--- src/rtl/irqd_pkg.sv ---
package irqd_pkg;

    parameter int DATA_W = 16;
    parameter int ADDR_W = 24;
    parameter int N_CTX  = 6;
    localparam int CNT_W = $clog2(N_CTX);

    typedef struct packed {
        logic [DATA_W-1:0] acc;
        logic [DATA_W-1:0] dpr;
        logic [DATA_W-1:0] dtb;
        logic [DATA_W-1:0] pcb;
        logic [DATA_W-1:0] pc;
        logic [DATA_W-1:0] ps;
    } ctx_t;

    typedef enum logic [2:0] {
        ST_IDLE,
        ST_DMA,
        ST_DESC,
        ST_PUSH,
        ST_VEC
    } dstate_t;

    // Word pushed at step i of the context save, first step first.
    function automatic logic [DATA_W-1:0] ctx_word(input ctx_t c, input logic [CNT_W-1:0] i);
        case (i)
            CNT_W'(0): ctx_word = c.acc;
            CNT_W'(1): ctx_word = c.dpr;
            CNT_W'(2): ctx_word = c.dtb;
            CNT_W'(3): ctx_word = c.pcb;
            CNT_W'(4): ctx_word = c.pc;
            default:   ctx_word = c.ps;
        endcase
    endfunction

endpackage

--- src/rtl/irqd_arbiter.sv ---
module irqd_arbiter #(
    parameter int NSRC  = 4,
    parameter int LVL_W = 3,
    parameter int IDX_W = $clog2(NSRC)
) (
    input  logic                  cpu_ie,
    input  logic [LVL_W-1:0]      cpu_ilm,
    input  logic [NSRC-1:0]       src_req,
    input  logic [NSRC-1:0]       src_en,
    input  logic [NSRC*LVL_W-1:0] src_lvl,
    output logic                  win_valid,
    output logic [IDX_W-1:0]      win_idx,
    output logic [LVL_W-1:0]      win_lvl
);

    logic [NSRC-1:0] elig;

    for (genvar g = 0; g < NSRC; g++) begin : g_elig
        assign elig[g] = cpu_ie & src_req[g] & src_en[g] &
                         (src_lvl[g*LVL_W +: LVL_W] < cpu_ilm);
    end

    always_comb begin
        logic             found;
        logic [IDX_W-1:0] bidx;
        logic [LVL_W-1:0] blvl;
        found = 1'b0;
        bidx  = '0;
        blvl  = '0;
        for (int i = 0; i < NSRC; i++) begin
            if (elig[i] && (!found || src_lvl[i*LVL_W +: LVL_W] < blvl)) begin
                found = 1'b1;
                bidx  = IDX_W'(i);
                blvl  = src_lvl[i*LVL_W +: LVL_W];
            end
        end
        win_valid = found;
        win_idx   = bidx;
        win_lvl   = blvl;
    end

endmodule

--- src/rtl/irqd_pusher.sv ---
module irqd_pusher
    import irqd_pkg::*;
(
    input  logic              clk,
    input  logic              rst,
    input  logic              start,
    input  ctx_t              ctx_in,
    input  logic [ADDR_W-1:0] sp_in,
    input  logic              wr_ready,
    output logic              wr_valid,
    output logic [ADDR_W-1:0] wr_addr,
    output logic [DATA_W-1:0] wr_data,
    output logic              done
);

    logic              active;
    logic [CNT_W-1:0]  step;
    ctx_t              ctx_q;
    logic [ADDR_W-1:0] sp_q;

    always_ff @(posedge clk) begin
        if (rst) begin
            active <= 1'b0;
            step   <= '0;
            ctx_q  <= '0;
            sp_q   <= '0;
        end else if (start) begin
            active <= 1'b1;
            step   <= '0;
            ctx_q  <= ctx_in;
            sp_q   <= sp_in - ADDR_W'(1);
        end else if (active && wr_ready) begin
            sp_q <= sp_q - ADDR_W'(1);
            step <= step + CNT_W'(1);
            if (step == CNT_W'(N_CTX-1)) begin
                active <= 1'b0;
            end
        end
    end

    assign wr_valid = active;
    assign wr_addr  = sp_q;
    assign wr_data  = ctx_word(ctx_q, step);
    assign done     = active && wr_ready && (step == CNT_W'(N_CTX-1));

    // a stalled write keeps its address and data
    a_r7_stall_hold: assert property (@(posedge clk) disable iff (rst)
        wr_valid && !wr_ready |=> wr_valid && $stable(wr_addr) && $stable(wr_data));

    // each completed write except the last moves one word down
    a_r7_addr_step: assert property (@(posedge clk) disable iff (rst)
        wr_valid && wr_ready && !done |=> wr_valid && (wr_addr == $past(wr_addr) - ADDR_W'(1)));

endmodule

--- src/rtl/irqd_ctrl.sv ---
module irqd_ctrl
    import irqd_pkg::*;
#(
    parameter int                NSRC     = 4,
    parameter int                LVL_W    = 3,
    parameter int                VEC_W    = 8,
    parameter logic [ADDR_W-1:0] VEC_BASE = 24'h00FFFC,
    parameter int                IDX_W    = $clog2(NSRC)
) (
    input  logic              clk,
    input  logic              rst,
    input  logic              at_boundary,
    input  logic              win_valid,
    input  logic [IDX_W-1:0]  win_idx,
    input  logic [LVL_W-1:0]  win_lvl,
    input  logic              win_dma,
    input  logic              win_desc,
    input  logic              swi_req,
    input  logic [VEC_W-1:0]  swi_num,
    input  logic              dma_done,
    input  logic              desc_done,
    input  logic              push_done,
    output logic              acc_pulse,
    output logic              acc_swi,
    output logic [IDX_W-1:0]  acc_src,
    output logic              busy,
    output logic              dma_start,
    output logic              desc_start,
    output logic              push_start,
    output logic              ilm_load,
    output logic [LVL_W-1:0]  ilm_value,
    output logic              s_flag_set,
    output logic              vec_valid,
    output logic [ADDR_W-1:0] vec_addr
);

    dstate_t          st, nxt;
    logic             swi_q;
    logic [LVL_W-1:0] lvl_q;
    logic [VEC_W-1:0] num_q;
    logic             take_hw, take_sw;

    always_comb begin
        nxt        = st;
        take_hw    = 1'b0;
        take_sw    = 1'b0;
        dma_start  = 1'b0;
        desc_start = 1'b0;
        push_start = 1'b0;
        case (st)
            ST_IDLE: begin
                if (at_boundary && win_valid) begin
                    take_hw = 1'b1;
                    if (win_dma) begin
                        dma_start = 1'b1;
                        nxt       = ST_DMA;
                    end else if (win_desc) begin
                        desc_start = 1'b1;
                        nxt        = ST_DESC;
                    end else begin
                        push_start = 1'b1;
                        nxt        = ST_PUSH;
                    end
                end else if (at_boundary && swi_req) begin
                    take_sw    = 1'b1;
                    push_start = 1'b1;
                    nxt        = ST_PUSH;
                end
            end
            ST_DMA: begin
                if (dma_done) begin
                    push_start = 1'b1;
                    nxt        = ST_PUSH;
                end
            end
            ST_DESC: begin
                if (desc_done) nxt = ST_IDLE;
            end
            ST_PUSH: begin
                if (push_done) nxt = ST_VEC;
            end
            ST_VEC:  nxt = ST_IDLE;
            default: nxt = ST_IDLE;
        endcase
    end

    always_ff @(posedge clk) begin
        if (rst) begin
            st    <= ST_IDLE;
            swi_q <= 1'b0;
            lvl_q <= '0;
            num_q <= '0;
        end else begin
            st <= nxt;
            if (take_hw) begin
                swi_q <= 1'b0;
                lvl_q <= win_lvl;
                num_q <= VEC_W'(win_idx);
            end else if (take_sw) begin
                swi_q <= 1'b1;
                lvl_q <= '0;
                num_q <= swi_num;
            end
        end
    end

    assign acc_pulse  = take_hw | take_sw;
    assign acc_swi    = take_sw;
    assign acc_src    = take_hw ? win_idx : '0;
    assign busy       = (st != ST_IDLE);
    assign vec_valid  = (st == ST_VEC);
    assign s_flag_set = (st == ST_VEC);
    assign ilm_load   = (st == ST_VEC) && !swi_q;
    assign ilm_value  = lvl_q;
    assign vec_addr   = VEC_BASE - (ADDR_W'(num_q) << 2);

    // the vector strobe lasts a single cycle
    a_r8_vec_single: assert property (@(posedge clk) disable iff (rst)
        vec_valid |=> !vec_valid);

    // while waiting for the DMA service no vectored entry begins
    a_r5_dma_wait: assert property (@(posedge clk) disable iff (rst)
        (st == ST_DMA) && !dma_done |=> !vec_valid && (st != ST_PUSH));

endmodule

--- src/rtl/irq_dispatch.sv ---
module irq_dispatch
    import irqd_pkg::*;
#(
    parameter int                NSRC     = 4,
    parameter int                LVL_W    = 3,
    parameter int                VEC_W    = 8,
    parameter logic [ADDR_W-1:0] VEC_BASE = 24'h00FFFC
) (
    input  logic                     clk,
    input  logic                     rst,
    input  logic                     cpu_ie,
    input  logic [LVL_W-1:0]         cpu_ilm,
    input  logic                     at_boundary,
    input  logic [NSRC-1:0]          src_req,
    input  logic [NSRC-1:0]          src_en,
    input  logic [NSRC*LVL_W-1:0]    src_lvl,
    input  logic [NSRC-1:0]          src_dma_en,
    input  logic [NSRC-1:0]          src_desc_en,
    input  logic                     swi_req,
    input  logic [VEC_W-1:0]         swi_num,
    input  logic [DATA_W-1:0]        ctx_a,
    input  logic [DATA_W-1:0]        ctx_dpr,
    input  logic [DATA_W-1:0]        ctx_dtb,
    input  logic [DATA_W-1:0]        ctx_pcb,
    input  logic [DATA_W-1:0]        ctx_pc,
    input  logic [DATA_W-1:0]        ctx_ps,
    input  logic [ADDR_W-1:0]        sp_in,
    input  logic                     dma_done,
    input  logic                     desc_done,
    input  logic                     stk_wr_ready,
    output logic                     acc_pulse,
    output logic                     acc_swi,
    output logic [$clog2(NSRC)-1:0]  acc_src,
    output logic                     busy,
    output logic                     dma_start,
    output logic                     desc_start,
    output logic                     stk_wr_valid,
    output logic [ADDR_W-1:0]        stk_wr_addr,
    output logic [DATA_W-1:0]        stk_wr_data,
    output logic                     ilm_load,
    output logic [LVL_W-1:0]         ilm_value,
    output logic                     s_flag_set,
    output logic                     vec_valid,
    output logic [ADDR_W-1:0]        vec_addr
);

    localparam int IDX_W = $clog2(NSRC);

    logic             win_valid;
    logic [IDX_W-1:0] win_idx;
    logic [LVL_W-1:0] win_lvl;
    logic             push_start, push_done;
    ctx_t             ctx_now;

    assign ctx_now = '{acc: ctx_a, dpr: ctx_dpr, dtb: ctx_dtb,
                       pcb: ctx_pcb, pc: ctx_pc, ps: ctx_ps};

    irqd_arbiter #(.NSRC(NSRC), .LVL_W(LVL_W), .IDX_W(IDX_W)) u_arb (
        .cpu_ie    (cpu_ie),
        .cpu_ilm   (cpu_ilm),
        .src_req   (src_req),
        .src_en    (src_en),
        .src_lvl   (src_lvl),
        .win_valid (win_valid),
        .win_idx   (win_idx),
        .win_lvl   (win_lvl)
    );

    irqd_ctrl #(.NSRC(NSRC), .LVL_W(LVL_W), .VEC_W(VEC_W),
                .VEC_BASE(VEC_BASE), .IDX_W(IDX_W)) u_ctrl (
        .clk         (clk),
        .rst         (rst),
        .at_boundary (at_boundary),
        .win_valid   (win_valid),
        .win_idx     (win_idx),
        .win_lvl     (win_lvl),
        .win_dma     (src_dma_en[win_idx]),
        .win_desc    (src_desc_en[win_idx]),
        .swi_req     (swi_req),
        .swi_num     (swi_num),
        .dma_done    (dma_done),
        .desc_done   (desc_done),
        .push_done   (push_done),
        .acc_pulse   (acc_pulse),
        .acc_swi     (acc_swi),
        .acc_src     (acc_src),
        .busy        (busy),
        .dma_start   (dma_start),
        .desc_start  (desc_start),
        .push_start  (push_start),
        .ilm_load    (ilm_load),
        .ilm_value   (ilm_value),
        .s_flag_set  (s_flag_set),
        .vec_valid   (vec_valid),
        .vec_addr    (vec_addr)
    );

    irqd_pusher u_push (
        .clk      (clk),
        .rst      (rst),
        .start    (push_start),
        .ctx_in   (ctx_now),
        .sp_in    (sp_in),
        .wr_ready (stk_wr_ready),
        .wr_valid (stk_wr_valid),
        .wr_addr  (stk_wr_addr),
        .wr_data  (stk_wr_data),
        .done     (push_done)
    );

    // a hardware acceptance has all three enable flags set
    a_r1_flags: assert property (@(posedge clk) disable iff (rst)
        acc_pulse && !acc_swi |-> cpu_ie && src_req[acc_src] && src_en[acc_src]);

    // a hardware acceptance has a level strictly below the mask
    a_r2_level: assert property (@(posedge clk) disable iff (rst)
        acc_pulse && !acc_swi |-> (src_lvl[int'(acc_src)*LVL_W +: LVL_W] < cpu_ilm));

    // acceptance only on a boundary while idle, and service follows
    a_r4_boundary: assert property (@(posedge clk) disable iff (rst)
        acc_pulse |-> at_boundary && !busy);
    a_r4_busy_after: assert property (@(posedge clk) disable iff (rst)
        acc_pulse |=> busy);

endmodule

--- config.mk ---
export PLATFORM = sky130hd
export DESIGN_NAME = irq_dispatch
export DESIGN_NICKNAME = d
export VERILOG_FILES = /design/src/rtl/irqd_pkg.sv /design/src/rtl/irqd_arbiter.sv /design/src/rtl/irqd_pusher.sv /design/src/rtl/irqd_ctrl.sv /design/src/rtl/irq_dispatch.sv
export SDC_FILE = /design/constraint.sdc
export NUM_CORES = 1
export LEC_CHECK = 0
export ABC_CLOCK_PERIOD_IN_PS = 13100
export BUFFER_PORTS_ARGS = -buffer_cell sky130_fd_sc_hd__buf_2
export CORE_ASPECT_RATIO = 1.4
export CORE_MARGIN = 2
export CORE_UTILIZATION = 38
export CTS_BUF_LIST = sky130_fd_sc_hd__clkbuf_4 sky130_fd_sc_hd__clkbuf_8
export CTS_CLUSTER_DIAMETER = 50
export DETAILED_ROUTE_END_ITERATION = 12
export RECOVER_POWER = 100
export SLEW_MARGIN = 15
export SYNTH_ARGS = -nofsm -noshare
export SYNTH_HDL_FRONTEND = slang
export SYNTH_SLANG_ARGS = --single-unit
--- constraint.sdc ---
create_clock -name clk -period 13.1 [get_ports clk]
set_clock_uncertainty 0.1 [all_clocks]
set_input_delay 3.93 -clock clk [delete_from_list [all_inputs] [get_ports clk]]
set_output_delay 3.93 -clock clk [all_outputs]
set_load 0.005 [all_outputs]
==> results.json, run 1 <==
{
  "synth_edf_count": 0,
  "drc": 0,
  "cts_buffers": 17,
  "pwr-share-clk_pct": 31.0,
  "place_hpwl_um": 16100,
  "hold_path_end": "u_push.ctx_q[90]",
  "path_depth": 25,
  "rsz0062_at_grt": "no",
  "crit_family": "compound AO/OA/AOI/OAI gates",
  "max_freq_ghz": 0.0787,
  "worstMarginPinSlew_ps": 1480,
  "routed_wl_um": 22400,
  "finalHoldViolations": 0,
  "syn_area_per_cell_um2": 7.88,
  "grt_pass1_wl_um": 34300,
  "combPwrFrac_pct": 23.8,
  "hold-path-cell-count": 2,
  "core_area_um2": 19100,
  "p_seq_share_pct": 45.2,
  "synth_ff_type": "dfxtp_1",
  "cp_common_cell": "ha_1",
  "p_switching_uw": 364,
  "final_cell_mix": "nand2_1 (215), buf_2 (205), dfxtp_1 (139)",
  "drtIter0Drc": 463,
  "post-place-ws_ps": 89.0,
  "grt_use_total_pct": 21.2,
  "vias": 7155,
  "cp_data_arrival_time_ps": 8670,
  "p_per_area_nw_per_um2": 124,
  "yosysTopAreaCellShare_pct": 38.1,
  "crit_slowest_cell": "a211oi_2",
  "r2r-start": "u_ctrl.st[0]",
  "rrSetupSlack_ps": 7470,
  "max_slew_margin_pct": 0.0569,
  "fp.dieH_um": 168,
  "grt-ovfl-total": 0,
  "yosysTopAreaCell": "dfxtp_1",
  "grt_max_degree": 100,
  "layout_commonest_cell": "nand2_1",
  "crit_type": "input port to primary output",
  "cp-start-kind": "input port",
  "fin_nets": 1308,
  "gp_congestion": 0.871,
  "drive_gt1_share_pct": 23.5,
  "drtAntennaViolNets": 0,
  "drt-pass1-iter-count": 6,
  "outcome": "finished with violations",
  "ff2ff_path_depth": 16,
  "antenna_found_initial": 4,
  "timing.final.crit_share_pct": 97.0,
  "cts_hold_buf": 0,
  "p_leak_uw": 0.00362,
  "netlist_area_um2": 7310,
  "clock-root-buffer": "clkbuf_8",
  "min-delay-start": "u_push.ctx_q[90]",
  "r2r-end": "u_push.wr_addr[22]",
  "async_flop_share_pct": 0,
  "cts.sinks": 139,
  "slew_viol_final": 0,
  "setup_tns_ps": 0,
  "pin_count": 245,
  "endpoint_kind": "primary output",
  "cts_max_level": 4,
  "start_util_pct": 38.3,
  "setup_viol": 0,
  "ys_ff_latch": 139,
  "synth_warnings": 0,
  "place.port_buffers": 228,
  "placementRows": 60,
  "clk_path_buf_depth": 2,
  "tritoncts": "built",
  "insertion_delay_ps": 450,
  "yosysSeqAreaShare_pct": 38.1,
  "wire_per_inst_um": 16.2,
  "clkTransAtPathRegs_ps": 80,
  "grt_pass1_vias": 6719,
  "cap_violations": 1,
  "hold_slack_ps": 352,
  "final.min_clock_period_ps": 12700,
  "worstHoldPathType": "flop to flop",
  "area_growth_pct": 21.9,
  "setup_ws_ps": 397,
  "switching_share_pct": 33.0,
  "violations": "capacitance limit",
  "viasPerCell": 5.16,
  "synthCells": 927,
  "ys_types": 63,
  "cp.required_ps": 9070,
  "timing.critical_path.buf_inv": 5,
  "die-area_um2": 20400,
  "worstPathMaxFanout": 10,
  "p_int_uw": 738,
  "netlist_top_cells_area": "dfxtp_1 (38%), nand2_1 (11%), a21oi_1 (7.5%), ha_1 (3.4%), xor2_1 (2.8%)",
  "slowest_delay_ps": 350,
  "ir_worst_vdd_mv": 0.0586,
  "die_w_um": 121
}
==> how the worst max path moves through the flow <==
stage,from,endpoint
floorplan,cpu_ilm[1],desc_start
global placement,cpu_ilm[1],desc_start
detailed placement,cpu_ilm[1],desc_start
CTS,cpu_ilm[1],desc_start
global route,cpu_ilm[1],desc_start
finish,cpu_ilm[1],desc_start
==> tightest hold or removal path, cell delays in order (launching register included) <==
cell     delay [ps]
dfxtp_1         310
nand2_1          50
a21oi_1          50
==> synthesized netlist by cell type (all sizes together), types with 4 or more instances <==
cell type / instances
o21ba: 4
a222oi: 16
buf: 30
nor3b: 5
nand3: 7
o21ai: 8
xor2: 23
o31ai: 5
nand2b: 8
nor4: 10
nor3: 28
or3: 6
and2: 4
dfxtp: 139
nand2: 215
nor2: 51
xnor2: 18
o211ai: 16
a211oi: 21
ha: 20
o21a: 25
a21oi: 112
mux2: 6
a22oi: 17
inv: 24
mux2i: 21
clkbuf: 48
==> cell type report <==
cell class	instances	area [um2]
fillers	1977	10200
multi-input cells	700	4140
flip-flops and latches	139	2780
repair buffers	239	1190
well taps	248	310
clock buffers	20	269
clock inverters	12	114
inverters	24	90.1
diodes	4	10.0
==> sequential cells by signal (all words and copies together) (netlist names) <==
register	count
u_push.ctx_q	96
u_push.wr_addr	24
u_ctrl.num_q	8
u_ctrl.ilm_value	3
u_ctrl.st	3
u_push.step	3
u_ctrl.swi_q	1
u_push.wr_valid	1
==> stage by stage <==
stage          utilization, %  cell area (um2)  cells  power [uW]
6_report                 46.7             8910   1386        1100
3_5_place_dp             44.8             8540   1349         772
5_1_grt                  46.7             8900   1385        1160
4_1_cts                  46.8             8920   1381        1110
3_3_place_gp             44.8             8540   1349         770
2_1_floorplan               -             7360    941         673
==> power groups by stage <==
stage | logic [uW] | registers [uW] | clock network, uW
CTS | 266 | 498 | 349
global placement | 263 | 507 | 0
finish | 262 | 498 | 341
detailed placement | 265 | 507 | 0
floorplan | 175 | 499 | 0
global route | 293 | 504 | 366
==> kinds of logic (layout without fill, tap and decap cells) <==
kind of cell | after synthesis | after routing | share of synthesized area [%]
adders and majority gates | 20 | 20 | 3.42
muxes | 27 | 27 | 3.85
buffers and inverters | 102 | 295 | 6.30
xor gates and xnor gates | 41 | 41 | 4.91
AOI/OAI and AO/OA | 240 | 240 | 22.0
other | 2 | 20 | 0.103
and+or+nand+nor | 356 | 356 | 21.3
DFF | 139 | 139 | 38.1
==> per-layer routing <==
layer  wire length [um]  GRT usage, %  part of all wire [%]  vias to the layer above
met3               1060          3.86                   4.7                       26
met2              11600          37.6                    52                      199
met1               9290          25.7                    41                     3326
li1                   -             -                     -                     3604
met5                  0             0                     0                        -
met4                478          6.75                   2.1                        0
==> repair_timing <==
item / in CTS / in global routing
gates resized for setup: 0 / 3
endpoints found under the setup margin: 0 / 4
setup buffers: 0 / 1
Note: power is estimated with default switching activity, not from simulation.
==> run 2: changes to the inputs <==
--- a/config.mk
+++ b/config.mk
@@ -7,2 +7,3 @@
 export LEC_CHECK = 0
+export ABC_AREA = 1
 export ABC_CLOCK_PERIOD_IN_PS = 13100
==> constraint.sdc (replaced) <==
create_clock -name clk -period 13.1 [get_ports clk]
set_clock_uncertainty 0.1 [all_clocks]
set_input_delay 0.655 -clock clk [delete_from_list [all_inputs] [get_ports clk]]
set_output_delay 0.655 -clock clk [all_outputs]
set_load 0.005 [all_outputs]
==> results.json, run 2 <==
{
  "clk_path_buf_depth": 2,
  "max_slew_margin_pct": -38.6,
  "cts.sinks": 139,
  "place_hpwl_um": 18000,
  "max_freq_ghz": 0.106,
  "async_flop_share_pct": 0,
  "synth_commonest_cells": "nor2_1 (180), nand2_1 (170), dfxtp_1 (139), inv_1 (135), o21ai_0 (124)",
  "syn_area_per_cell_um2": 6.74,
  "drtIter0Drc": 592,
  "clkTransAtPathRegs_ps": 100,
  "placementRows": 62,
  "synth.most_common_cell": "nor2_1",
  "start_util_pct": 38.4,
  "rrSetupSlack_ps": 6740,
  "worstPathMaxFanout": 100,
  "hold-path-cell-count": 3,
  "setup_tns_ps": 0,
  "final_cell_mix": "buf_2 (189), nor2_1 (188), nand2_1 (177)",
  "ys_types": 43,
  "grt_max_degree": 101,
  "hold_slack_ps": 319,
  "final.min_clock_period_ps": 9400,
  "cp_data_arrival_time_ps": 9650,
  "grt_pass1_vias": 7635,
  "regMostFlops": "u_push.ctx_q",
  "area_growth_pct": 18.4,
  "r2r-end": "u_push.wr_addr[16]",
  "endpoint_kind": "flop",
  "synth_warnings": 0,
  "postCtsSetupBuffers": 0,
  "drtAntennaViolNets": 0,
  "drt-pass1-iter-count": 5,
  "vias": 8023,
  "netlist_top_cells_area": "dfxtp_1 (35%), nor2_1 (8.6%), nand2_1 (8.1%), o21ai_0 (7.9%), inv_1 (6.5%)",
  "cts_buffers": 17,
  "routed_wl_um": 24600,
  "yosysTopAreaCellShare_pct": 35.5,
  "largest_reg_flops": 96,
  "grt_pass1_wl_um": 38800,
  "synth_ff_type": "dfxtp_1",
  "die_w_um": 125,
  "cp.required_ps": 13350,
  "p_per_area_nw_per_um2": 187,
  "gp_congestion": 0.881,
  "pin_count": 245,
  "cap_violations": 1,
  "worstHoldPathType": "input port to flop",
  "slowest_delay_ps": 1770,
  "yosysTopAreaCell": "dfxtp_1",
  "tritoncts": "built",
  "core_area_um2": 20400,
  "place.port_buffers": 228,
  "drc": 0,
  "cp_common_cell": "nand2_1",
  "antenna_found_initial": 1,
  "grt_use_total_pct": 22.1,
  "slew_viol_final": 62,
  "synth_edf_count": 0,
  "violations": "capacitance limit, slew limit",
  "cts_resized": 0,
  "synthCells": 1163,
  "hold_path_end": "u_push.ctx_q[9]",
  "min-delay-start": "ctx_ps[9]",
  "r2r-start": "u_ctrl.st[0]",
  "drive_gt1_share_pct": 19.4,
  "wire_per_inst_um": 15.2,
  "yosysSeqAreaShare_pct": 35.5,
  "crit_type": "input port to flop",
  "fin_nets": 1536,
  "layout_commonest_cell": "buf_2",
  "die-area_um2": 21800,
  "finalHoldViolations": 0,
  "viasPerCell": 4.96,
  "crit_slowest_cell": "clkinvlp_2",
  "timing.final.crit_share_pct": 71.7,
  "cp-start-kind": "input port",
  "p_leak_uw": 0.00454,
  "ir_worst_vdd_mv": 0.0577,
  "cts_hold_buf": 0,
  "rsz0062_at_grt": "no",
  "ff2ff_path_depth": 20,
  "setup_viol": 0,
  "cts_max_level": 4,
  "clock-root-buffer": "clkbuf_8",
  "grt-ovfl-total": 0,
  "worstMarginPinSlew_ps": 2070,
  "outcome": "finished with violations",
  "netlist_area_um2": 7840,
  "fp.dieH_um": 174,
  "insertion_delay_ps": 450,
  "ys_ff_latch": 139
}
-- run 2: changes by cell type after synthesis, sizes merged, moves of 19 or more --
| cell | previous run | this run |
|---|---|---|
| nor3 | 28 | 9 |
| mux2i | 21 | 0 |
| nand4 | 3 | 23 |
| nand3 | 7 | 89 |
| inv | 24 | 139 |
| o21a | 25 | 0 |
| o21ai | 8 | 127 |
| a21oi | 112 | 56 |
| nor2 | 51 | 192 |
-- run 2: worst max path at each step --
stage | startpoint | slack, ps | depth (start not counted) | end
detailed placement | cpu_ilm[2] | 4930 | 49 | u_push.wr_addr[18]
global route | cpu_ilm[2] | 2510 | 49 | u_push.wr_addr[16]
finish | cpu_ilm[2] | 3700 | 49 | u_push.wr_addr[16]
global placement | cpu_ilm[2] | 5140 | 49 | u_push.wr_addr[18]
floorplan | cpu_ilm[2] | 7420 | 46 | u_push.wr_addr[18]
CTS | cpu_ilm[2] | 5380 | 49 | u_push.wr_addr[18]
-- run 2: layout make-up --
class | count | area [um2]
inverter | 143 | 538
tap | 256 | 320
timing repair buffer | 234 | 1140
antenna | 1 | 2.50
fill | 2239 | 11100
clock buffer | 18 | 241
multi-input combinational | 814 | 4080
clock inverter | 14 | 184
sequential | 139 | 2780
-- run 2: cells by family after synthesis --
family / after synthesis / share of synthesized area (%)
AND/OR/NAND/NOR: 535 / 31.1
other: 2 / 0.0958
adder cells (fa/ha/maj): 20 / 3.19
XOR/XNOR: 6 / 0.670
AO/OA/AOI/OAI: 237 / 17.2
flip-flops: 139 / 35.5
buffers and inverters: 224 / 12.2
-- run 2: worst max-delay path, delay by kind of cell --
family / cells / cell delay, ps
buffers and inverters: 8 / 2300
and+or+nand+nor: 31 / 4160
AOI/OAI and AO/OA: 5 / 1150
adders and majority gates: 5 / 1310
-- run 2: per-stage QoR --
step	cell area [um2]	util, %	setup WS (ps)	power [uW]	instances
after global placement	8990	44.0	5140	1380	1586
after global routing	9280	45.5	2510	1890	1618
after floorplan	7890	-	7420	1160	1177
after CTS	9410	46.1	5380	1770	1618
after detailed placement	8990	44.0	4930	1380	1586
final	9280	45.5	3700	1740	1619
-- run 2: routing by layer --
metal | share of wire (%) | GRT usage, %
met4 | 1.9 | 6.99
met2 | 52 | 40.6
met1 | 40 | 24.7
met5 | 0 | 0
met3 | 6.3 | 5.72
-- run 2: report_power, final --
group	leakage (uW)	switching [uW]	internal, uW
clock	0.000208	188	195
combinational	0.00319	489	254
sequential	0.00114	63.9	547
total	0.00454	741	996
==> run 3: changes to the inputs <==
- ABC_CLOCK_PERIOD_IN_PS: 13100 -> 9500
- clock period: 13.1 -> 9.5 ns (I/O delays scaled with it)
==> results.json, run 3 (synthesized netlist as in run 2, its figures left out) <==
{
  "worstPathMaxFanout": 100,
  "p_seq_share_pct": 34.9,
  "fin_nets": 1538,
  "drive_gt1_share_pct": 19.4,
  "cts.sinks": 139,
  "slowest_delay_ps": 490,
  "setup_viol": 0,
  "cts_resized": 0,
  "die_w_um": 125,
  "final.min_clock_period_ps": 7800,
  "drtIter0Drc": 536,
  "cts_buffers": 17,
  "p_switching_uw": 1020,
  "fp.dieH_um": 174,
  "fill_cells": 2221,
  "grt_pass1_vias": 7591,
  "grt_max_degree": 101,
  "slew_viol_final": 0,
  "outcome": "finished clean",
  "start_util_pct": 38.4,
  "min-delay-start": "ctx_ps[8]",
  "wire_per_inst_um": 15.2,
  "cp.required_ps": 9750,
  "max_freq_ghz": 0.128,
  "r2r-end": "u_push.wr_addr[16]",
  "clkTransAtPathRegs_ps": 90,
  "rsz0062_at_grt": "no",
  "ff2ff_path_depth": 21,
  "timing.final.crit_share_pct": 82.1,
  "switching_share_pct": 42.2,
  "drt-pass1-iter-count": 6,
  "cap_violations": 0,
  "finalHoldViolations": 0,
  "endpoint_kind": "flop",
  "cts_max_level": 4,
  "hold_path_end": "u_push.ctx_q[8]",
  "crit_type": "input port to flop",
  "p_per_area_nw_per_um2": 259,
  "viasPerCell": 5.00,
  "place.port_buffers": 228,
  "ir_worst_vdd_mv": 0.0853,
  "setup_tns_ps": 0,
  "area_growth_pct": 18.8,
  "cp-start-kind": "input port",
  "pin_count": 245,
  "core_area_um2": 20400,
  "final_cell_mix": "nor2_1 (188), buf_2 (188), nand2_1 (177)",
  "hold-path-cell-count": 3,
  "combPwrFrac_pct": 42.3,
  "rrSetupSlack_ps": 4630,
  "pwr-share-clk_pct": 22.8,
  "place_hpwl_um": 18200,
  "setup_ws_ps": 1700,
  "grt-ovfl-total": 0,
  "drtAntennaViolNets": 0,
  "cp_common_cell": "nand2_1",
  "worstMarginPinSlew_ps": 1160,
  "p_leak_uw": 0.00457,
  "post-place-ws_ps": 1990,
  "antenna_found_initial": 3,
  "tritoncts": "built",
  "clock-root-buffer": "clkbuf_8",
  "grt_use_total_pct": 22.1,
  "largest_reg_flops": 96,
  "final_util_pct": 45.7,
  "clk_path_buf_depth": 2,
  "drc": 0,
  "routed_wl_um": 24700,
  "regMostFlops": "u_push.ctx_q",
  "gp_congestion": 0.907,
  "die-area_um2": 21800,
  "worstHoldPathType": "input port to flop",
  "grt_pass1_wl_um": 38600,
  "cp_data_arrival_time_ps": 8040,
  "vias": 8097,
  "p_int_uw": 1400,
  "insertion_delay_ps": 450,
  "max_slew_margin_pct": 22.7,
  "crit_slowest_cell": "nand2_8",
  "placementRows": 62,
  "postCtsSetupBuffers": 0,
  "cts_hold_buf": 0,
  "r2r-start": "u_ctrl.st[0]"
}
## run 3: changes by cell type in the layout (fill, tap and decap cells not counted), sizes merged
cell | before | now
clkbuf | 57 | 60
clkinvlp | 4 | 1
clkinv | 5 | 7
buf | 195 | 194
bufinv | 3 | 4
## run 3: critical path, delay by kind of cell
| kind | cells | cell delay, ps |
|---|---|---|
| AO/OA/AOI/OAI | 5 | 1080 |
| adder cells (fa/ha/maj) | 5 | 1300 |
| buffers and inverters | 9 | 1190 |
| AND/OR/NAND/NOR | 31 | 3860 |
## run 3: area by class of cell
| type | instances | area, um2 | share of cell area [%] |
|---|---|---|---|
| multi-input combinational | 814 | 4080 | 43.8 |
| sequential | 139 | 2780 | 29.9 |
| timing repair buffer | 236 | 1150 | 12.3 |
| inverter | 143 | 538 | 5.77 |
| tap | 256 | 320 | 3.44 |
| clock buffer | 18 | 241 | 2.59 |
| clock inverter | 14 | 206 | 2.22 |
| antenna | 1 | 2.50 | 0.0269 |
## run 3: how the worst max path moves through the flow
stage                          start  slack (ps)                 end  cells past startpoint
after floorplan           cpu_ilm[2]        4000  u_push.wr_addr[18]                     46
after global placement    cpu_ilm[2]        2160  u_push.wr_addr[18]                     50
after detailed placement  cpu_ilm[2]        1990  u_push.wr_addr[18]                     50
after CTS                 cpu_ilm[2]        2440  u_push.wr_addr[18]                     48
after global routing      cpu_ilm[2]         790  u_push.wr_addr[16]                     50
final                     cpu_ilm[2]        1700  u_push.wr_addr[16]                     50
## run 3: per-stage QoR
| step | total power, uW | cells | area, um2 | hold slack (ps) |
|---|---|---|---|---|
| 6_report | 2410 | 1621 | 9320 | 141 |
| 5_1_grt | 2620 | 1620 | 9320 | 120 |
| 4_1_cts | 2460 | 1620 | 9450 | 125 |
| 3_5_place_dp | 1910 | 1588 | 9000 | 345 |
| 3_3_place_gp | 1900 | 1588 | 9000 | 341 |
| 2_1_floorplan | 1600 | 1177 | 7890 | 330 |
## run 3: power by group through the flow
| stage | Sequential [uW] | Clock, uW | Combinational, uW |
|---|---|---|---|
| 6_report | 842 | 550 | 1020 |
| 5_1_grt | 862 | 586 | 1170 |
| 4_1_cts | 840 | 566 | 1060 |
| 3_5_place_dp | 852 | 0 | 1060 |
| 3_3_place_gp | 849 | 0 | 1050 |
| 2_1_floorplan | 834 | 0 | 762 |
## run 3: metal layers
layer	up-vias	part of all wire [%]	global-route usage (%)
met4	4	2.7	8.38
li1	4149	-	-
met3	38	6.5	5.20
met5	-	0.085	0
met1	3624	40	25.0
met2	282	51	40.1
